[src/rtl/vlr_pkg.sv]
package vlr_pkg;
  localparam int ID_W = 10;
  localparam logic [ID_W-1:0] SPUR_ID = 10'd1023;

  typedef logic [1:0] lr_st_t;
  localparam lr_st_t ST_INV  = 2'b00;
  localparam lr_st_t ST_PEND = 2'b01;
  localparam lr_st_t ST_ACT  = 2'b10;

  typedef struct packed {
    logic            hw;
    lr_st_t          st;
    logic [ID_W-1:0] pid;
    logic [ID_W-1:0] vid;
  } lr_t;

  // word layout: 31 hw, 29:28 state, 19:10 physical id, 9:0 virtual id
  function automatic lr_t lr_unpack(input logic [31:0] w);
    lr_t e;
    e.hw  = w[31];
    e.st  = w[29:28];
    e.pid = w[19:10];
    e.vid = w[9:0];
    return e;
  endfunction

  function automatic logic [31:0] lr_pack(input lr_t e);
    return {e.hw, 1'b0, e.st, 8'h00, e.pid, e.vid};
  endfunction

  function automatic logic [31:0] sat_inc(input logic [31:0] v, input logic [31:0] maxv);
    return (v == maxv) ? v : v + 32'd1;
  endfunction
endpackage

[src/rtl/vlr_first.sv]
module vlr_first #(
  parameter int N = 4,
  localparam int IW = (N > 1) ? $clog2(N) : 1
) (
  input  logic [N-1:0]  hit,
  output logic          found,
  output logic [IW-1:0] idx
);
  always_comb begin
    found = |hit;
    idx   = '0;
    for (int i = N - 1; i >= 0; i--) begin
      if (hit[i]) idx = IW'(i);
    end
  end
endmodule

[src/rtl/vlr_ctrl.sv]
module vlr_ctrl #(
  parameter int N_LR  = 4,
  parameter int CNT_W = 5,
  localparam int IW   = (N_LR > 1) ? $clog2(N_LR) : 1,
  localparam int ID_W = vlr_pkg::ID_W
) (
  input  logic             clk,
  input  logic             rst_n,
  input  logic             hyp_lr_we,
  input  logic [IW-1:0]    hyp_lr_widx,
  input  logic [31:0]      hyp_lr_wdata,
  input  logic [IW-1:0]    hyp_lr_ridx,
  output logic [31:0]      hyp_lr_rdata,
  input  logic             hyp_ctl_we,
  input  logic [2:0]       hyp_ctl_wdata,
  input  logic             gst_ack,
  output logic [ID_W-1:0]  gst_ack_id,
  input  logic             gst_eoi,
  input  logic             gst_dir,
  input  logic [ID_W-1:0]  gst_id,
  output logic             phys_deact_vld,
  output logic [ID_W-1:0]  phys_deact_id,
  output logic [CNT_W-1:0] eoi_cnt,
  output logic             maint_irq
);
  import vlr_pkg::*;

  localparam logic [31:0] CNT_MAX = 32'((64'd1 << CNT_W) - 64'd1);

  lr_t lr_q [N_LR];
  logic ctl_en, ctl_npie, ctl_eoi_mode;

  logic [N_LR-1:0] match_vec, pend_vec;
  logic            match_found, pend_found;
  logic [IW-1:0]   match_idx, pend_idx;

  // named internal events for the checker
  logic ev_deact, ev_nomatch, ev_hw_deact;

  for (genvar g = 0; g < N_LR; g++) begin : g_vec
    assign match_vec[g] = (lr_q[g].st != ST_INV) && (lr_q[g].vid == gst_id);
    assign pend_vec[g]  = (lr_q[g].st == ST_PEND);
  end

  vlr_first #(.N(N_LR)) u_match (.hit(match_vec), .found(match_found), .idx(match_idx));
  vlr_first #(.N(N_LR)) u_pend  (.hit(pend_vec),  .found(pend_found),  .idx(pend_idx));

  assign ev_deact    = gst_dir | (gst_eoi & ~ctl_eoi_mode);
  assign ev_nomatch  = ev_deact & ~match_found;
  assign ev_hw_deact = ev_deact & match_found & lr_q[match_idx].hw;

  assign gst_ack_id   = pend_found ? lr_q[pend_idx].vid : SPUR_ID;
  assign hyp_lr_rdata = lr_pack(lr_q[hyp_lr_ridx]);
  assign maint_irq    = ctl_en & ctl_npie & (eoi_cnt != '0);

  for (genvar g = 0; g < N_LR; g++) begin : g_lr
    always_ff @(posedge clk) begin
      if (!rst_n) begin
        lr_q[g] <= '0;
      end else if (hyp_lr_we && hyp_lr_widx == IW'(g)) begin
        lr_q[g] <= lr_unpack(hyp_lr_wdata);
      end else if (ev_deact && match_found && match_idx == IW'(g)) begin
        lr_q[g].st <= ST_INV;
      end else if (gst_ack && pend_found && pend_idx == IW'(g)) begin
        lr_q[g].st <= ST_ACT;
      end
    end
  end

  always_ff @(posedge clk) begin
    if (!rst_n) begin
      ctl_en       <= 1'b0;
      ctl_npie     <= 1'b0;
      ctl_eoi_mode <= 1'b0;
      eoi_cnt      <= '0;
    end else begin
      if (hyp_ctl_we) begin
        ctl_en       <= hyp_ctl_wdata[0];
        ctl_npie     <= hyp_ctl_wdata[1];
        ctl_eoi_mode <= hyp_ctl_wdata[2];
        eoi_cnt      <= '0;
      end else if (ev_nomatch) begin
        eoi_cnt <= CNT_W'(sat_inc(32'(eoi_cnt), CNT_MAX));
      end
    end
  end

  always_ff @(posedge clk) begin
    if (!rst_n) begin
      phys_deact_vld <= 1'b0;
      phys_deact_id  <= '0;
    end else begin
      phys_deact_vld <= ev_hw_deact;
      if (ev_hw_deact) phys_deact_id <= lr_q[match_idx].pid;
    end
  end
endmodule

[config.mk]
export PLATFORM = sky130hd
export DESIGN_NAME = vlr_ctrl
export DESIGN_NICKNAME = d
export VERILOG_FILES = /design/src/rtl/vlr_pkg.sv /design/src/rtl/vlr_first.sv /design/src/rtl/vlr_ctrl.sv
export SDC_FILE = /design/constraint.sdc
export NUM_CORES = 1
export LEC_CHECK = 0
export ABC_AREA = 1
export CAP_MARGIN = 20
export CORE_MARGIN = 1.5
export CORE_UTILIZATION = 54
export CTS_CLUSTER_DIAMETER = 60
export DETAILED_ROUTE_END_ITERATION = 10
export PLACE_DENSITY = 0.81
export SLEW_MARGIN = 20
export SYNTH_ARGS = -nofsm -noshare
export SYNTH_HDL_FRONTEND = slang
export SYNTH_SLANG_ARGS = --single-unit
[constraint.sdc]
create_clock -name clk -period 2.1 [get_ports clk]
set_input_delay 0.42 -clock clk [delete_from_list [all_inputs] [get_ports clk]]
set_output_delay 0.42 -clock clk [all_outputs]
set_load 0.02 [all_outputs]
Word level (Yosys, flattened, before mapping)
Memory sizes are Yosys's and may differ from the RTL's.
Cells that the tools add are included.
{"block": "word_totals", "latchBits": 0, "n_memories": 1, "out_inout_bits": 59, "ff_bits": 19, "romBits": 0, "mem_bits_rw": 92, "elab_cells": 149, "in_bits": 56}
{"name": "lr_q", "depth": 4, "word_bits": 23, "read_ports": 7, "rd_clocked_by_memory_dff": 0, "write_ports": 4, "line_no": "vlr_ctrl.sv:30", "source": "lr_t lr_q [N_LR];"}
{"block": "classes", "shift": 0, "n_mux": 70, "n_eq_ne": 18, "reduce_logical": 30, "order_cmp": 0, "n_mul": 0, "addsub": 1, "bitwise": 23, "div": 0}
{"operator": "two-way mux 23 bit", "count": 4}
{"operator": "two-way mux 1 bit", "count": 49}
{"operator": "equality test 10 bit", "count": 4}
{"operator": "two-way mux 2 bit", "count": 16}
{"operator": "logical AND 1 bit", "count": 18}
{"operator": "equality test 2 x 1 -> 1 bit, second input constant", "count": 7}
{"operator": "OR 1 bit", "count": 13}
{"operator": "equality test 2 bit, second input constant", "count": 6}
{"operator": "two-way mux 10 bit", "count": 1}
{"operator": "nonzero test 2 bit", "count": 4}
{"operator": "OR reduction 4 bit", "count": 2}
{"operator": "bitwise AND 1 bit", "count": 6}
{"operator": "logical NOT 2 bit", "count": 3}
{"operator": "adder 5 x 1 -> 5 bit, second input constant", "count": 1}
{"operator": "equality test 5 bit, second input constant", "count": 1}
{"operator": "nonzero test 5 bit", "count": 1}
{"operator": "NOT 1 bit", "count": 4}
{"operator": "AND reduction 2 bit", "count": 1}
{"operator": "OR reduction 2 bit", "count": 1}

Depth between registers and ports, before layout
An unclocked memory read counts as a cell.
{"block": "depth", "depth_word": 15, "depth_mapped": 17, "ltp_nobuf": 17}

Cells and area by module
A second synthesis with hierarchy kept.
{"block": "hier_totals", "hier_cells": 811, "hier_area_um2": 6356.1}
{"module": "vlr_ctrl", "seq_area_each_um2": 3143.0, "instances": 1, "cells_each": 793, "area_per_inst_um2": 6263.5}
{"module": "vlr_first", "seq_area_each_um2": 0.0, "instances": 2, "cells_each": 9, "area_per_inst_um2": 46.3}

Worst setup path before layout
OpenSTA, ideal clock, no wires.
{"block": "synth_path", "kind": "input-to-output", "start": "in hyp_lr_ridx[0]", "end": "out hyp_lr_rdata[28]", "required_ns": 1.680, "path_buffers": 3, "path_stages": 6, "slack_ns": 0.062, "arrival_time_ns": 1.618, "cell_sequence": "clkbuf_1 inv_1 clkbuf_1 clkbuf_1 a21oi_1 a21oi_1"}
{"block": "synth_via", "elab_chain_len": 1}
{"element": "start: declaration", "line_no": "vlr_ctrl.sv:12", "source": "input logic [IW-1:0] hyp_lr_ridx,"}
{"element": "memory read (4 x 23 bit)"}
{"element": "end: declaration", "line_no": "vlr_ctrl.sv:13", "source": "output logic [31:0] hyp_lr_rdata,"}
No other way between the ends.

==> reports/results.ini <==
[synth]
synth.avg_cell_area_um2 = 7.45
yosys_warnings = 0
synth.distinct_cells = 34
ys_ff_latch = 111
syn-cell-area_um2 = 6590
yosysSeqAreaShare_pct = 47.7
synth_cells = 884

[pwr]
ir_drop_mv = 0.581
p_leak_nw = 4.22
power_density_nw_per_um2 = 608
power_mw = 5.72

[clock_tree]
cts_buffers = 9
insertion_delay_ns = 0.36
cts_hold_buf = 0
cts_sinks = 111
htree_levels = 3
tritoncts = built
clkTransAtPathRegs_ns = 0.08
cts_buffer_depth = 2
root_buffer = clkbuf_16

[critical_path]
crit_family = buffers and inverters
cpPeakStageDelay_ns = 0.46
critPathKind = reg -> out
cp_slowest_cell = edfxtp_1
ff2ff_setup_slack_ns = -0.17
crit_top_cell = buf_4
worst-path-max-fanout = 6
crit_required_ns = 1.68
end_kind = output port
worstSetupStartpoint = lr_q[2][21]
critPathArrivalTime_ns = 2.03
reg2reg_from = lr_q[2][21]
critPathLaunchType = flip-flop
cp_cell_sequence = nor2_4, nor3_2, o21ai_2, buf_4, nor2_4, buf_6, buf_4, nand2_2, nand4_1, buf_4
path_buf_inv = 4

[min_path]
min_from = ctl_eoi_mode
hp-class = reg -> reg

[sta]
fmaxAchievable_ghz = 0.408
rsz0062_at_grt = true
finalMaxSlewViolations = 0
fin_worst_skew_ns = 0.0115
min_period_over_period_pct = 117
layout_min_cycle_time_ns = 2.45
timing.final.ws_setup_ns = -0.353
holdWs_ns = 0.472
finalSetupTns_ns = -4.23
final_hold_viol_count = 0
final-setup-viol-count = 25

[die]
die_area_um2 = 12900
coreArea_um2 = 12000
die_h_um = 113
std_cell_rows = 40
start_util_pct = 55.1
die_x_um = 113
ios = 115

[global_routing]
grt_antenna_before_repair = 0
grt_pass1_vias = 6369
grt_pass1_wl_mm = 32.0
grt_max_degree = 28
grt_usage_pct = 32.4
grt_overflow = 0

[finish]
drive_above_1_share_pct = 27.3
final_cells = 1237
final_cell_area_um2 = 9420
diodes = 0
nets = 1144
area_growth_pct = 43.0
fin_util_pct = 78.7

[placed_design]
place_inst = 1195
hpwl_mm = 14.2
gp_congestion = 0.963
portBuffers = 96
place_worst_setup_slack_ns = -0.611
postPlaceCellArea_um2 = 8430

[routing]
drtIter0Drc = 870
via_per_inst = 5.73
ant_nets = 0
drc = 0
wl_per_cell_um = 17.8
route.vias.total = 7087
dr.pass1.iters = 6
routed_wl_mm = 22.1

[run_status]
violations = negative setup slack
status = complete, but fails checks

[flow_run]
drv_cap = 0

-- cells in the final DEF (no fill, tap or decap), drive strengths merged, types with 3 or more instances in the layout --
master         synthesis  layout
nor2                 189     189
nand2                179     180
buf                   15     157
inv                  129     132
edfxtp                92      92
nand3                 61      61
o21ai                 53      53
clkdlybuf4s50          0      50
a21oi                 49      49
dfxtp                 19      19
dlygate4sd2            0      13
nand4                 12      12
o22ai                 12      12
o211ai                10      10
clkbuf                27      10
conb                   1       9
o2111ai                9       9
nor3                   9       9
clkinv                 4       7
xnor2                  5       5
ha                     3       3
clkdlybuf4s15          0       3
-- synth_stat cells --
cell | count | area (um2)
clkbuf_1 | 27 | 101
nand3_1 | 59 | 295
o2111ai_1 | 9 | 78.8
buf_2 | 4 | 20.0
buf_4 | 9 | 67.6
buf_6 | 1 | 11.3
conb_1 | 1 | 3.75
and2_1 | 1 | 6.26
nor2_2 | 5 | 31.3
dfxtp_1 | 19 | 380
ha_1 | 3 | 37.5
o21ai_0 | 46 | 230
o211ai_1 | 10 | 75.1
nor2_1 | 180 | 676
nand3_2 | 2 | 20.0
inv_2 | 14 | 52.6
inv_1 | 115 | 432
nor3_1 | 9 | 45.0
a21oi_1 | 49 | 245
a211oi_1 | 1 | 7.51
edfxtp_1 | 92 | 2760
buf_1 | 1 | 3.75
nor3b_2 | 1 | 12.5
nand2_1 | 176 | 661
a41oi_1 | 1 | 8.76
nand2_2 | 3 | 18.8
o22ai_1 | 12 | 75.1
xnor2_1 | 5 | 43.8
clkinv_1 | 4 | 15.0
o21ai_1 | 7 | 35.0
or2_2 | 1 | 6.26
nand4_1 | 12 | 75.1
nor2_4 | 4 | 45.0
a31oi_1 | 1 | 6.26
-- where the power goes --
part	total [mW]	leakage [nW]	internal (mW)	switching (mW)
clock network	1.67	0.140	0.828	0.845
logic	1.41	3.02	0.590	0.816
registers	2.64	1.06	2.53	0.111
total	5.72	4.22	3.95	1.77
-- worst min-delay path, cell delays in order (launching register included) --
cell	delay, ns
dfxtp_1	0.31
inv_1	0.07
a21oi_1	0.06
-- worst paths after layout --
check	end	cells after the start
max reg2reg	phys_deact_id[1]	16
max	gst_ack_id[4]	10
min reg2reg	ctl_eoi_mode	2
min	ctl_eoi_mode	2
-- flip-flops by register name, indices dropped and copies added (netlist names) --
register,cells
ctl_npie,1
phys_deact_id,10
eoi_cnt,5
phys_deact_vld,1
ctl_eoi_mode,1
ctl_en,1
lr_q,92
-- layout make-up --
| type | count | area (um2) |
|---|---|---|
| flip-flops and latches | 111 | 3140 |
| repair buffers | 223 | 2060 |
| inverters | 133 | 499 |
| fillers | 806 | 2550 |
| multi-input cells | 607 | 3250 |
| clock buffers | 10 | 229 |
| clock inverters | 6 | 53.8 |
| well taps | 147 | 184 |
-- logic make-up (layout without fill, tap and decap cells) --
family                   after synthesis  count (layout)  synth area share (%)
other                                  1               9                0.0569
AND/OR/NAND/NOR                      453             454                  28.7
adder cells (fa/ha/maj)                3               3                 0.570
flip-flops                           111             111                  47.7
buffers and inverters                175             372                  10.7
AO/OA/AOI/OAI                        136             136                  11.6
XOR/XNOR                               5               5                 0.665
-- layer usage --
| metal | up-vias | global-route usage, % | share of wire (%) |
|---|---|---|---|
| met4 | 0 | 14.1 | 3.6 |
| met5 | - | 0 | 0 |
| li1 | 3268 | - | - |
| met3 | 73 | 4.57 | 10 |
| met2 | 479 | 52.9 | 48 |
| met1 | 3267 | 43.7 | 38 |
-- what timing repair did --
| item | in CTS | in global routing |
|---|---|---|
| gates cloned | 3 | 0 |
| gates resized for setup | 222 | 81 |
| pin swaps | 23 | 43 |
| buffers inserted | 16 | 12 |
| setup endpoints to repair | 55 | 33 |
Power figures use the tool's default switching activity.
